`src/rtl/sd_cmd_engine.sv`:
```
module sd_cmd_engine #(
  parameter int TO_W    = 16,
  parameter int PRE_LEN = 80
) (
  input  logic            clk,
  input  logic            rst_n,
  input  logic            start,
  input  logic [5:0]      opcode,
  input  logic [31:0]     argument,
  input  logic [2:0]      rsp_fmt,
  input  logic            init_seq,
  input  logic [TO_W-1:0] rsp_wait,
  input  logic            cmd_in,
  input  logic            hw_pop,
  input  logic            irq_ack,
  output logic            cmd_out,
  output logic            cmd_oe,
  output logic            busy,
  output logic            rsp_done,
  output logic            rsp_irq,
  output logic            rsp_timeout,
  output logic            rsp_crc_err,
  output logic [15:0]     hw_data
);
  localparam int FRAME_LEN = 48;
  localparam int BODY_LEN  = 40;
  localparam int LONG_LEN  = 136;
  localparam int BUF_W     = 144;
  localparam int CNT_MAX   = (PRE_LEN > LONG_LEN) ? PRE_LEN : LONG_LEN;
  localparam int CNT_W     = $clog2(CNT_MAX + 1);
  localparam logic [CNT_W-1:0] BODY_END  = CNT_W'(BODY_LEN);
  localparam logic [CNT_W-1:0] CRC_END   = CNT_W'(FRAME_LEN - 1);
  localparam logic [CNT_W-1:0] SHORT_LST = CNT_W'(FRAME_LEN - 1);
  localparam logic [CNT_W-1:0] LONG_LST  = CNT_W'(LONG_LEN - 1);
  localparam logic [CNT_W-1:0] PRE_LST   = CNT_W'(PRE_LEN - 1);

  typedef enum logic [2:0] {S_IDLE, S_PRE, S_TX, S_WAIT, S_RX} state_t;

  state_t               state;
  logic [CNT_W-1:0]     cnt;
  logic [TO_W-1:0]      wcnt, to_lim;
  logic [BODY_LEN-1:0]  tx_sr;
  logic [6:0]           crc;
  logic                 has_rsp, long_rsp, chk_crc;
  logic [LONG_LEN-2:0]  rx_sr;
  logic [BUF_W-1:0]     rbuf;

  function automatic logic [6:0] crc_step(input logic [6:0] c, input logic b);
    logic fb;
    fb = b ^ c[6];
    return {c[5:0], 1'b0} ^ (fb ? 7'h09 : 7'h00);
  endfunction

  logic tx_bit, accept, rx_last, wait_out;
  assign tx_bit   = (cnt < BODY_END) ? tx_sr[BODY_LEN-1] : (cnt < CRC_END) ? crc[6] : 1'b1;
  assign accept   = (state == S_IDLE) && start;
  assign rx_last  = cnt == (long_rsp ? LONG_LST : SHORT_LST);
  assign wait_out = ({1'b0, wcnt} + 1'b1) >= {1'b0, to_lim};

  assign busy    = state != S_IDLE;
  assign cmd_oe  = (state == S_PRE) || (state == S_TX);
  assign cmd_out = (state == S_TX) ? tx_bit : 1'b1;
  assign hw_data = rbuf[BUF_W-1 -: 16];

  always_ff @(posedge clk or negedge rst_n) begin
    if (!rst_n) begin
      state       <= S_IDLE;
      cnt         <= '0;
      wcnt        <= '0;
      to_lim      <= '0;
      tx_sr       <= '0;
      crc         <= '0;
      has_rsp     <= 1'b0;
      long_rsp    <= 1'b0;
      chk_crc     <= 1'b0;
      rx_sr       <= '0;
      rbuf        <= '0;
      rsp_done    <= 1'b0;
      rsp_irq     <= 1'b0;
      rsp_timeout <= 1'b0;
      rsp_crc_err <= 1'b0;
    end else begin
      if (irq_ack) rsp_irq <= 1'b0;
      if (hw_pop)  rbuf <= {rbuf[BUF_W-17:0], 16'h0000};
      unique case (state)
        S_IDLE: if (start) begin
          state       <= init_seq ? S_PRE : S_TX;
          cnt         <= '0;
          tx_sr       <= {2'b01, opcode, argument};
          crc         <= '0;
          to_lim      <= rsp_wait;
          has_rsp     <= (rsp_fmt == 3'd1) || (rsp_fmt == 3'd2) || (rsp_fmt == 3'd3);
          long_rsp    <= rsp_fmt == 3'd2;
          chk_crc     <= rsp_fmt == 3'd1;
          rbuf        <= '0;
          rsp_done    <= 1'b0;
          rsp_timeout <= 1'b0;
          rsp_crc_err <= 1'b0;
        end
        S_PRE: begin
          if (cnt == PRE_LST) begin
            state <= S_TX;
            cnt   <= '0;
          end else cnt <= cnt + 1'b1;
        end
        S_TX: begin
          if (cnt < BODY_END) begin
            tx_sr <= {tx_sr[BODY_LEN-2:0], 1'b0};
            crc   <= crc_step(crc, tx_sr[BODY_LEN-1]);
          end else crc <= {crc[5:0], 1'b0};
          if (cnt == SHORT_LST) begin
            cnt  <= '0;
            wcnt <= '0;
            if (has_rsp) state <= S_WAIT;
            else begin
              state    <= S_IDLE;
              rsp_done <= 1'b1;
              rsp_irq  <= 1'b1;
            end
          end else cnt <= cnt + 1'b1;
        end
        S_WAIT: begin
          if (!cmd_in) begin
            state <= S_RX;
            cnt   <= CNT_W'(1);
            crc   <= '0;
            rx_sr <= {rx_sr[LONG_LEN-3:0], cmd_in};
          end else if (wait_out) begin
            state       <= S_IDLE;
            rsp_timeout <= 1'b1;
            rsp_done    <= 1'b1;
            rsp_irq     <= 1'b1;
          end else wcnt <= wcnt + 1'b1;
        end
        S_RX: begin
          rx_sr <= {rx_sr[LONG_LEN-3:0], cmd_in};
          if (cnt < BODY_END) crc <= crc_step(crc, cmd_in);
          cnt <= cnt + 1'b1;
          if (rx_last) begin
            state       <= S_IDLE;
            rsp_done    <= 1'b1;
            rsp_irq     <= 1'b1;
            rsp_crc_err <= chk_crc && (crc != rx_sr[6:0]);
            if (long_rsp) rbuf <= {rx_sr, cmd_in, 8'h00};
            else          rbuf <= {rx_sr[46:15], 8'h00, rx_sr[14:7], 96'h0};
          end
        end
        default: state <= S_IDLE;
      endcase
      if (accept) rsp_irq <= rsp_irq && !irq_ack;
    end
  end
endmodule


```
`config.mk`:
```
export PLATFORM = sky130hd
export DESIGN_NAME = sd_cmd_engine
export DESIGN_NICKNAME = d
export VERILOG_FILES = /design/src/rtl/sd_cmd_engine.sv
export SDC_FILE = /design/constraint.sdc
export NUM_CORES = 1
export LEC_CHECK = 0
export CAP_MARGIN = 20
export CORE_MARGIN = 2
export CORE_UTILIZATION = 45
export DETAILED_ROUTE_END_ITERATION = 16
export PLACE_DENSITY = 0.74
export SETUP_SLACK_MARGIN = 0.1
export SYNTH_ARGS = -nofsm -noshare
export SYNTH_HDL_FRONTEND = slang
export SYNTH_SLANG_ARGS = --single-unit
```
`constraint.sdc`:
```
create_clock -name clk -period 7.85 [get_ports clk]
set_clock_uncertainty 0.2 [all_clocks]
set_input_delay 0.785 -clock clk [delete_from_list [all_inputs] [get_ports clk]]
set_output_delay 0.785 -clock clk [all_outputs]
set_load 0.01 [all_outputs]
```
==> summary.md, run 1 <==
| Metric | Value |
|---|---|
| DIE WIDTH | 200 microns |
| Min-Delay Path Class | in -> async |
| Largest net degree at the start of global routing | 126 |
| Hold buffer count at cts | 0 |
| WP buf/inv | 0 |
| Vias in the first global route | 11600 |
| First-pass iteration count of the detailed router | 7 |
| CP Capture Type | flop |
| H-tree depth | 2 |
| Final hold violations | 0 |
| Post-Synth Adder-Cell Area | 1.30% |
| Nets | 1608 |
| Number of CTS-inserted buffers | 39 |
| Synth Register Bits | 376 |
| GRT Util Overall | 18.7% |
| WL/cell | 17.8 microns |
| Max_cap viols | 0 |
| Yosys top cell by area | dfrtp_1 |
| Largest family of logic cells by synthesized area | multiplexers |
| Final setup TNS | 0 ns |
| Gr ovfl total | 0 |
| Antenna-violating nets left | 0 |
| Initial Util | 45.9% |
| Vias/cell | 5.48 |
| Worst-margin pin slew | 1.12 ns |
| Clock sinks | 376 |
| Core Region | 37800 sq um |
| Worst-Skew Late Latency | 0.53 ns |
| Int Pwr | 3.83 mW |
| PwrDens | 286 nW/um^2 |
| Max Transition Viols Final | 0 |
| Clk root buf | clkbuf_16 |
| Resized Gates After CTS | 0 |
| CP Data Arrival Time | 4.37 ns |
| Die area | 40100 sq um |
| Clock power frac | 32.0% |
| DR DRC count | 0 |
| Synth cell types | 60 |
| Tmin final | 4.19 ns |
| Post-Synthesis Cells | 1500 |
| CP startpoint kind | flop |
| Yosys synthesis warning count | 0 |
| Mux cell area share after synthesis | 22.2% |
| CTS Buffer Depth | 3 |
| Comb pwr share | 26.0% |
| Yosys top cell area share | 54.3% |
| Peak VDD IR | 0.292 mV |
| Detailed-route via count | 11300 |
| Initial DRC count | 663 |
| Clk slew on worst S/H paths | 0.06 ns |
| Setup crit start | wcnt[0] |
| Area growth syn-to-layout | 13.2% |
| Initial antenna violation count | 0 |
| Fraction of layout cells with a size suffix above 1 | 18.2% |
| Post-CTS Setup Inserts | 0 |
| Num rows | 71 |
| Sequential element share of the synthesized area | 54.3% |
| Async SR Flop Fraction | 100% |
| Simple-gate share of the synthesized area | 8.07% |
| Dominant synthesized flop cell | dfrtp_1 |
| Critical path's largest stage delay | 0.74 ns |
| Design area | 19600 sq um |
| Drt total wl | 36700 microns |
| Worst reg2reg path depth | 12 |
| WS Path Type | reg -> reg |
| RD Place Congestion | 0.809 |
| Status | completed |
| Post-DP HPWL | 23200 microns |
| Placed Instance Area | 18400 sq um |
| Most common cell in the synthesized netlist | dfrtp_1 |
| Tcrit/Tclk final | 53.4% |
| CP Depth | 12 |
| Post-synth EDFFs | 0 |
| Sw frac | 31.6% |
| CP Max Fanout | 20 |
| Family with the most delay on the worst path | simple AND/OR/NAND/NOR gates |
| Worst reg2reg startpoint | wcnt[0] |
| Synth cell count leaders | dfrtp_1, mux2_2, mux2i_1 |
| Leakage power | 9.17 nW |
| Syn Area/Cell | 11.5 sq um |
| Worst rel slew slack | 25.7% |
| Post-Synth XOR/XNOR Area | 0.961% |
| CP Cell Sequence | ha_1 -> nand3_2 -> nor3_1 -> nand3_1 -> xnor2_1 -> ha_1 -> a211oi_1 -> o21bai_1 -> o21bai_1 -> and4b_1 -> o22a_1 -> o221ai_1 |
| Compound-Gate Fraction of Synth Area | 9.01% |
| Sequential Power Share | 42.0% |
| Worst EP required | 8.03 ns |
| First-pass GRT wire length | 62100 microns |
| CTS tree | done |
| Sw Pwr | 1.77 mW |
| Mapped Area | 17300 sq um |
| Die H | 200 microns |
| Buffers on Ports | 86 |
| FMAX | 239 MHz |
| I/O pins | 87 |
| CP max stage cell | and4b_1 |
| Largest cells by area after synthesis | dfrtp_1, mux2_2, mux2i_1 |
| RSZ-0062 raised after global routing | false |
| Hold_ws | 0.152 ns |
| Post-Syn Nets | 1582 |
| Endpoints failing setup | 0 |
-- final timing paths --
| path | endpoint | slack, ns |
|---|---|---|
| min in group clk | tx_sr[31] | 0.28 |
| min reg2reg | tx_sr[31] | 0.28 |
| max reg2reg | wcnt[3] | 3.66 |
| max | wcnt[3] | 3.66 |
| min | rbuf[104] | 0.15 |
| max in group asynchronous | long_rsp | 5.68 |
-- sequential cells by signal (all words and copies together), names as in the netlist --
register and count:
long_rsp 1, rsp_irq 1, wcnt 16, rx_sr 135, has_rsp 1, rbuf 144
tx_sr 40, to_lim 16, crc 7, rsp_done 1, cnt 8, rsp_crc_err 1
chk_crc 1, rsp_timeout 1, state 3
-- power by group through the flow --
stage | sequential, mW | clock, mW | combinational (mW)
final | 2.35 | 1.79 | 1.46
after global routing | 2.39 | 1.91 | 1.63
after CTS | 2.35 | 1.83 | 1.47
after detailed placement | 2.39 | 0 | 1.46
after global placement | 2.37 | 0 | 1.42
after floorplan | 2.32 | 0 | 1.14
-- routing by layer --
metal | track usage (%) | vias up | part of all wire (%)
li1 | - | 5346 | -
met1 | 26.6 | 5647 | 46
met5 | 0 | - | 0
met2 | 29.6 | 250 | 47
met3 | 2.99 | 55 | 4.7
met4 | 5.65 | 0 | 2.2
-- per-stage QoR --
step           std cells  power (mW)  util [%]  worst slack [ns]
6_report            2060        5.60      51.9              3.66
4_1_cts             2059        5.65      51.9              3.71
5_1_grt             2059        5.93      51.9              3.21
3_5_place_dp        1996        3.85      48.7              3.75
3_3_place_gp        1996        3.79      48.7              3.86
2_1_floorplan       1500        3.46         -              4.36
-- cells by family after synthesis --
| group | after synthesis |
|---|---|
| xor+xnor | 19 |
| flops | 376 |
| fa+ha+maj | 18 |
| mux | 360 |
| compound gates | 269 |
| buf+inv | 154 |
| simple gates | 304 |
-- area by class of cell --
cell class | count | area, sq um
multi-input cells | 970 | 7220
inverters | 39 | 146
clock inverters | 11 | 105
clock buffers | 52 | 1120
diodes | 1 | 2.50
repair buffers | 100 | 972
well taps | 511 | 639
fillers | 3224 | 18100
flip-flops and latches | 376 | 9410
-- placed cells by master (no fill, tap or decap), types with 4 or more instances in the layout --
| master | instances |
|---|---|
| nand4_1 | 13 |
| a21oi_1 | 17 |
| mux2i_1 | 168 |
| nor3_1 | 7 |
| o21ai_1 | 40 |
| clkbuf_16 | 41 |
| clkinv_2 | 9 |
| nor2_1 | 27 |
| nand2_1 | 155 |
| inv_1 | 39 |
| a22o_1 | 12 |
| clkbuf_1 | 6 |
| o21ai_0 | 151 |
| clkbuf_8 | 5 |
| buf_4 | 14 |
| a41oi_1 | 4 |
| dfrtp_1 | 375 |
| xor2_1 | 8 |
| nor4_1 | 5 |
| clkdlybuf4s50_1 | 84 |
| and2_1 | 8 |
| xnor2_1 | 11 |
| a21o_1 | 6 |
| nand3_1 | 59 |
| or2_2 | 4 |
| and3_1 | 5 |
| a32o_1 | 6 |
| o211ai_1 | 4 |
| mux2_2 | 191 |
| ha_1 | 18 |
| nand2b_1 | 4 |
| o221ai_1 | 5 |
(Power assumes the default switching activity.)
==> inputs of run 2 (changes only) <==
- clock period: 7.85 -> 4.2 ns (I/O delays scaled with it)
==> run 2 against run 1 <==
- cell area is 1.4% higher
- register-to-register slack got worse by 3.3 ns
- hold slack better by 0.097 ns
- utilization is 0.75 points higher
- global-route usage grew 0.26 points
- combinational power increased by 87%
- via count increased by 1.1%
- cell count rose by 0.63%
- sequential power is 88% higher
- first-iteration DRC count rose by 34%
- wire length increased by 1.5%
==> summary.md, run 2 (synthesis results as in run 1) <==
| Metric | Value |
|---|---|
| Status | completed |
| Clock sinks | 376 (unchanged) |
| Int Pwr | 7.38 mW (+93%) |
| Fraction of layout cells with a size suffix above 1 | 19.0% (+0.80 points) |
| Peak VDD IR | 0.544 mV (+86%) |
| CP Max Fanout | 14 (-30%) |
| Num rows | 71 (unchanged) |
| Min-Delay Path Class | in -> reg |
| Biggest regs | rbuf (144), rx_sr (135), tx_sr (40) |
| Number of CTS-inserted buffers | 40 (+2.6%) |
| CTS Buffer Depth | 3 (unchanged) |
| CP Capture Type | flop |
| Vias/cell | 5.51 (+0.42%) |
| Vias in the first global route | 11800 (+1.6%) |
| Max_cap viols | 0 (unchanged) |
| WS Path Type | reg -> reg |
| Core Region | 37800 sq um (unchanged) |
| RSZ-0062 raised after global routing | false |
| Clk slew on worst S/H paths | 0.06 ns (about the same) |
| Largest net degree at the start of global routing | 135 (+7.1%) |
| Clock power frac | 33.7% (+1.7 points) |
| Endpoints failing setup | 0 (unchanged) |
| Tcrit/Tclk final | 92.4% (+39 points) |
| Sw frac | 31.5% (-0.091 points) |
| Comb pwr share | 25.4% (-0.6 points) |
| Worst EP required | 4.42 ns (-3.61 ns) |
| Die area | 40100 sq um (unchanged) |
| Final setup TNS | 0 ns (unchanged) |
| Post-CTS Setup Inserts | 0 (unchanged) |
| Leakage power | 9.30 nW (+1.4%) |
| WL/cell | 18.0 microns (+0.86%) |
| Ant. Diodes | 0 (-1) |
| FMAX | 258 MHz (+7.9%) |
| Fill count | 3217 (-0.22%) |
| First-pass GRT wire length | 62900 microns (+1.3%) |
| H-tree depth | 2 (unchanged) |
| Commonest non-fill, non-tap cell in the layout | dfrtp_1 |
| Worst-Skew Late Latency | 0.55 ns (+0.02 ns) |
| Antenna-violating nets left | 0 (unchanged) |
| DR DRC count | 0 (unchanged) |
| GRT Util Overall | 19.0% (+0.26 points) |
| Initial antenna violation count | 0 (unchanged) |
| Placed insts | 2002 (+0.30%) |
| I/O pins | 87 (unchanged) |
| CP startpoint kind | flop |
| Finished Layout Cells | 2073 (+0.63%) |
| Initial Util | 45.9% (unchanged) |
| First-pass iteration count of the detailed router | 5 (-2) |
| Area growth syn-to-layout | 14.8% |
| Post-DP HPWL | 23800 microns (+2.6%) |
| Gr ovfl total | 0 (unchanged) |
| Worst-margin pin slew | 0.893 ns (-0.222 ns) |
| DIE WIDTH | 200 microns (unchanged) |
| Tmin final | 3.88 ns (-0.308 ns) |
| Nets | 1616 (+0.50%) |
| Die H | 200 microns (unchanged) |
| Worst rel slew slack | 40.5% (+15 points) |
| Detailed-route via count | 11400 (+1.1%) |
| Final hold violations | 0 (unchanged) |
| Buffers on Ports | 86 (unchanged) |
| RD Place Congestion | 0.801 (-1.0%) |
| Largest register FFs | 144 (unchanged) |
| Drt total wl | 37200 microns (+1.5%) |
| Most frequent cells in the layout | dfrtp_1, mux2_2, mux2i_1, nand2_1, o21ai_0 |
| Max Transition Viols Final | 0 (unchanged) |
| Sequential Power Share | 40.9% (-1.1 points) |
| PwrDens | 542 nW/um^2 (+90%) |
| Sw Pwr | 3.39 mW (+92%) |
| Initial DRC count | 886 (+34%) |
| Clk root buf | clkbuf_16 |
| Biggest register | rbuf |
| CTS tree | done |
| CP Data Arrival Time | 4.10 ns (-0.27 ns) |
run 2: changes by cell type in the layout (fill, tap and decap cells not counted), sizes merged:
| cell | delta |
|---|---|
| diode | -1 |
| buf | +6 |
| clkinvlp | +3 |
| clkbuf | +2 |
| bufinv | +2 |
| dlygate4sd3 | +1 |
run 2: power by group through the flow:
stage	registers [mW]	logic [mW]	clock network, mW
floorplan	4.33	2.14	0
global route	4.47	3.07	3.85
finish	4.41	2.73	3.63
CTS	4.41	2.76	3.70
global placement	4.44	2.66	0
detailed placement	4.47	2.75	0
run 2: path summary, 6_finish.rpt:
check                      slack [ns]        end         from  cells past startpoint
setup / recovery                 0.32   state[1]      wcnt[0]                     12
hold / removal                   0.25   tx_sr[0]  argument[0]                      3
setup reg to reg                 0.32   state[1]      wcnt[0]                     12
hold reg to reg                  0.28  tx_sr[20]    tx_sr[20]                      2
max in group asynchronous        2.48  tx_sr[12]        rst_n                      3
min in group asynchronous        0.33   rbuf[55]        rst_n                      2
run 2: critical path, cell delays in order (launching register included):
cell	delay, ns
dfrtp_1	0.44
ha_1	0.27
nand3_2	0.22
nor4_4	0.42
a21oi_1	0.14
or2_2	0.31
ha_1	0.29
nand4_1	0.10
nor4_1	0.31
o21bai_1	0.16
and4b_2	0.33
a21oi_2	0.22
mux2_1	0.34
run 2: layout make-up:
type                       instances  area (sq um)  area share (%)
clock buffer                      54          1160            5.81
sequential                       376          9410            47.3
inverter                          39           146           0.736
clock inverter                    16           199            1.00
multi-input combinational        970          7230            36.3
tap                              511           639            3.21
timing repair buffer             107          1110            5.60
run 2: what timing repair did:
action / 4_1_cts / 5_1_grt
hold endpoints to repair: 107 / 0
hold buffers: 1 / 0
gates resized for setup: 0 / 3
endpoints found under the setup margin: 0 / 18
run 2: per-layer routing:
layer | up-vias | GRT usage (%) | wire length (microns) | share of wire (%)
met5 | - | 0 | 0 | 0
met4 | 0 | 5.20 | 794 | 2.1
met3 | 57 | 2.78 | 1380 | 3.7
met2 | 228 | 30.5 | 17800 | 48
met1 | 5774 | 26.9 | 17300 | 46
li1 | 5358 | - | - | -
run 2: metrics by stage:
stage / cell area (sq um) / setup WS (ns) / power (mW) / util [%] / hold slack (ns)
5_1_grt: 19900 / 0.0933 / 11.4 / 52.7 / 0.289
3_5_place_dp: 18500 / 0.147 / 7.22 / 49.0 / 0.270
3_3_place_gp: 18500 / 0.331 / 7.10 / 49.0 / 0.260
4_1_cts: 19900 / 0.128 / 10.9 / 52.7 / 0.230
6_report: 19900 / 0.318 / 10.8 / 52.7 / 0.249
2_1_floorplan: 17300 / 0.709 / 6.47 / - / -0.0756
==> inputs of run 3 (changes only) <==
- SLEW_MARGIN: default -> 40
==> run 3 against run 2 <==
- global-route usage about the same
- cell count about the same
- cell area down 0.35%
==> summary.md, run 3 (synthesis results as in run 1) <==
| Metric | Value |
|---|---|
| Status | completed |
| Family with the most delay on the worst path | simple AND/OR/NAND/NOR gates |
| Setup WS pre-CTS | 0.168 ns (+0.0210 ns) |
| WP buf/inv | 0 (unchanged) |
| Max_cap viols | 0 (unchanged) |
| Worst rel slew slack | 45.7% (+5.2 points) |
| Leakage power | 9.27 nW (-0.30%) |
| Worst reg2reg path depth | 11 (-1) |
| First-pass iteration count of the detailed router | 5 (unchanged) |
| Clk root buf | clkbuf_16 |
| Antenna-violating nets left | 0 (unchanged) |
| Finished Layout Cells | 2074 (+0.048%) |
| Tcrit/Tclk final | 91.7% (-0.77 points) |
| Biggest register | rbuf |
| GRT Util Overall | 19.0% (+0.033 points) |
| CP Max Fanout | 11 (-3) |
| CP startpoint kind | flop |
| R2r setup slk | 0.35 ns (+0.03 ns) |
| RD Place Congestion | 0.801 (unchanged) |
| Commonest non-fill, non-tap cell in the layout | dfrtp_1 |
| Area growth syn-to-layout | 14.4% |
| Largest register FFs | 144 (unchanged) |
| Vias in the first global route | 11800 (+0.14%) |
| Post-CTS Setup Inserts | 0 (unchanged) |
| Final hold violations | 0 (unchanged) |
| Fill count | 3226 (+0.28%) |
| Nets | 1616 (unchanged) |
| Int Pwr | 7.17 mW (-2.9%) |
| WS Path Type | reg -> reg |
| WL/cell | 18.1 microns (+0.89%) |
| Critical path's largest stage delay | 0.65 ns (+0.21 ns) |
| Worst EP required | 4.40 ns (-0.02 ns) |
| Initial DRC count | 937 (+5.8%) |
| H-tree depth | 2 (unchanged) |
| Gr ovfl total | 0 (unchanged) |
| Largest net degree at the start of global routing | 135 (unchanged) |
| RSZ-0062 raised after global routing | false |
| Die H | 200 microns (unchanged) |
| Final core utilization | 52.5% (-0.19 points) |
| Post-DP HPWL | 24000 microns (+0.54%) |
| Clk slew on worst S/H paths | 0.06 ns (about the same) |
| First-pass GRT wire length | 63300 microns (+0.57%) |
| Comb pwr share | 26.1% (+0.7 points) |
| DIE WIDTH | 200 microns (unchanged) |
| Sw Pwr | 3.36 mW (-0.95%) |
| CP Capture Type | flop |
| Max Transition Viols Final | 0 (unchanged) |
| Final Power | 10.5 mW (-2.3%) |
| Vias/cell | 5.55 (+0.69%) |
| Most frequent cells in the layout | dfrtp_1, mux2_2, mux2i_1, nand2_1, o21ai_0 |
| CTS Buffer Depth | 3 (unchanged) |
| Clock power frac | 31.9% (-1.8 points) |
| PwrDens | 531 nW/um^2 (-2.0%) |
| CP Cell Sequence | ha_1 -> nand3_2 -> nor3_1 -> nor2_1 -> or2_2 -> ha_1 -> nand4_1 -> nor3_1 -> o41ai_4 -> a41oi_1 -> or3_1 |
| Design area | 19800 sq um (-0.35%) |
| FMAX | 260 MHz (+0.84%) |
| Final setup TNS | 0 ns (unchanged) |
| Placed insts | 2003 (+0.050%) |
| Initial Util | 45.9% (unchanged) |
| Die area | 40100 sq um (unchanged) |
| Biggest regs | rbuf (144), rx_sr (135), tx_sr (40) |
| Placed Instance Area | 18500 sq um (+0.15%) |
| Tmin final | 3.85 ns (-0.0322 ns) |
| Core Region | 37800 sq um (unchanged) |
| CTS tree | done |
| Peak VDD IR | 0.505 mV (-7.2%) |
| Clock sinks | 376 (unchanged) |
| Sequential Power Share | 41.9% (+1.0 points) |
| Drt total wl | 37600 microns (+0.93%) |
| Worst-Skew Late Latency | 0.54 ns (about the same) |
| Hold_ws | 0.190 ns (-0.0594 ns) |
| Number of CTS-inserted buffers | 39 (-2.5%) |
| DR DRC count | 0 (unchanged) |
| Initial antenna violation count | 0 (unchanged) |
| Endpoints failing setup | 0 (unchanged) |
| Reg-to-Reg End | rsp_irq |
| Fraction of layout cells with a size suffix above 1 | 19.0% (-0.064 points) |
| Min-Delay Path Class | in -> async |
| Num rows | 71 (unchanged) |
| Final worst setup slack | 0.350 ns (+0.0322 ns) |
| Sw frac | 31.9% (+0.44 points) |
| I/O pins | 87 (unchanged) |
| CP max stage cell | o41ai_4 |
| Worst reg2reg startpoint | wcnt[0] |
| Detailed-route via count | 11500 (+0.74%) |
| CP Data Arrival Time | 4.05 ns (-0.05 ns) |
| Buffers on Ports | 86 (unchanged) |
| Worst-margin pin slew | 0.814 ns (-0.0795 ns) |
## run 3: cell count changes in the layout (fill, tap and decap cells not counted), moves of 2 or more
cell        delta
bufinv_16      -3
clkbuf_1       +2
clkbuf_16      -2
clkbuf_8       +2
clkinvlp_4     -2
## run 3: what timing repair did
action                                  CTS  global route
endpoints found under the hold margin    88             0
hold buffers                              1             0
endpoints found under the setup margin    0            18
gates resized for setup                   0             3
## run 3: routing by layer
layer | GRT usage (%) | share of wire, % | vias to the layer above
li1 | - | - | 5368
met1 | 27.0 | 46 | 5856
met2 | 30.7 | 48 | 225
met3 | 2.59 | 3.5 | 52
met4 | 5.28 | 2.2 | 0
met5 | 0 | 0 | -
## run 3: worst register-to-register path: cells and delay by family (launching register included)
kind	cells	cell delay [ns]
AOI/OAI and AO/OA	2	0.92
and+or+nand+nor	7	1.62
adders and majority gates	2	0.56
DFF	1	0.44
## run 3: power groups by stage
| stage | Clock [mW] | Sequential (mW) | Combinational, mW |
|---|---|---|---|
| 6_report | 3.36 | 4.41 | 2.75 |
| 5_1_grt | 3.59 | 4.47 | 3.08 |
| 4_1_cts | 3.44 | 4.41 | 2.77 |
| 3_5_place_dp | 0 | 4.47 | 2.76 |
| 3_3_place_gp | 0 | 4.44 | 2.66 |
| 2_1_floorplan | 0 | 4.33 | 2.14 |
## run 3: worst max path at each step
stage                       start        to  slack [ns]  cells past startpoint
after floorplan           wcnt[0]  state[1]        0.71                     13
after global placement    wcnt[0]   wcnt[2]        0.33                     12
after detailed placement  wcnt[0]   wcnt[2]        0.17                     12
after CTS                 wcnt[0]   wcnt[2]        0.14                     12
after global routing      wcnt[0]   rsp_irq        0.13                     11
final                     wcnt[0]   rsp_irq        0.35                     11
## run 3: layout make-up
class | count | area, sq um | share of cell area (%)
Multi-Input combinational cell | 970 | 7230 | 36.5
Inverter | 39 | 146 | 0.738
Clock inverter | 13 | 108 | 0.543
Sequential cell | 376 | 9410 | 47.5
Tap cell | 511 | 639 | 3.23
Clock buffer | 56 | 1140 | 5.76
Antenna cell | 1 | 2.50 | 0.0126
Timing Repair Buffer | 108 | 1140 | 5.76
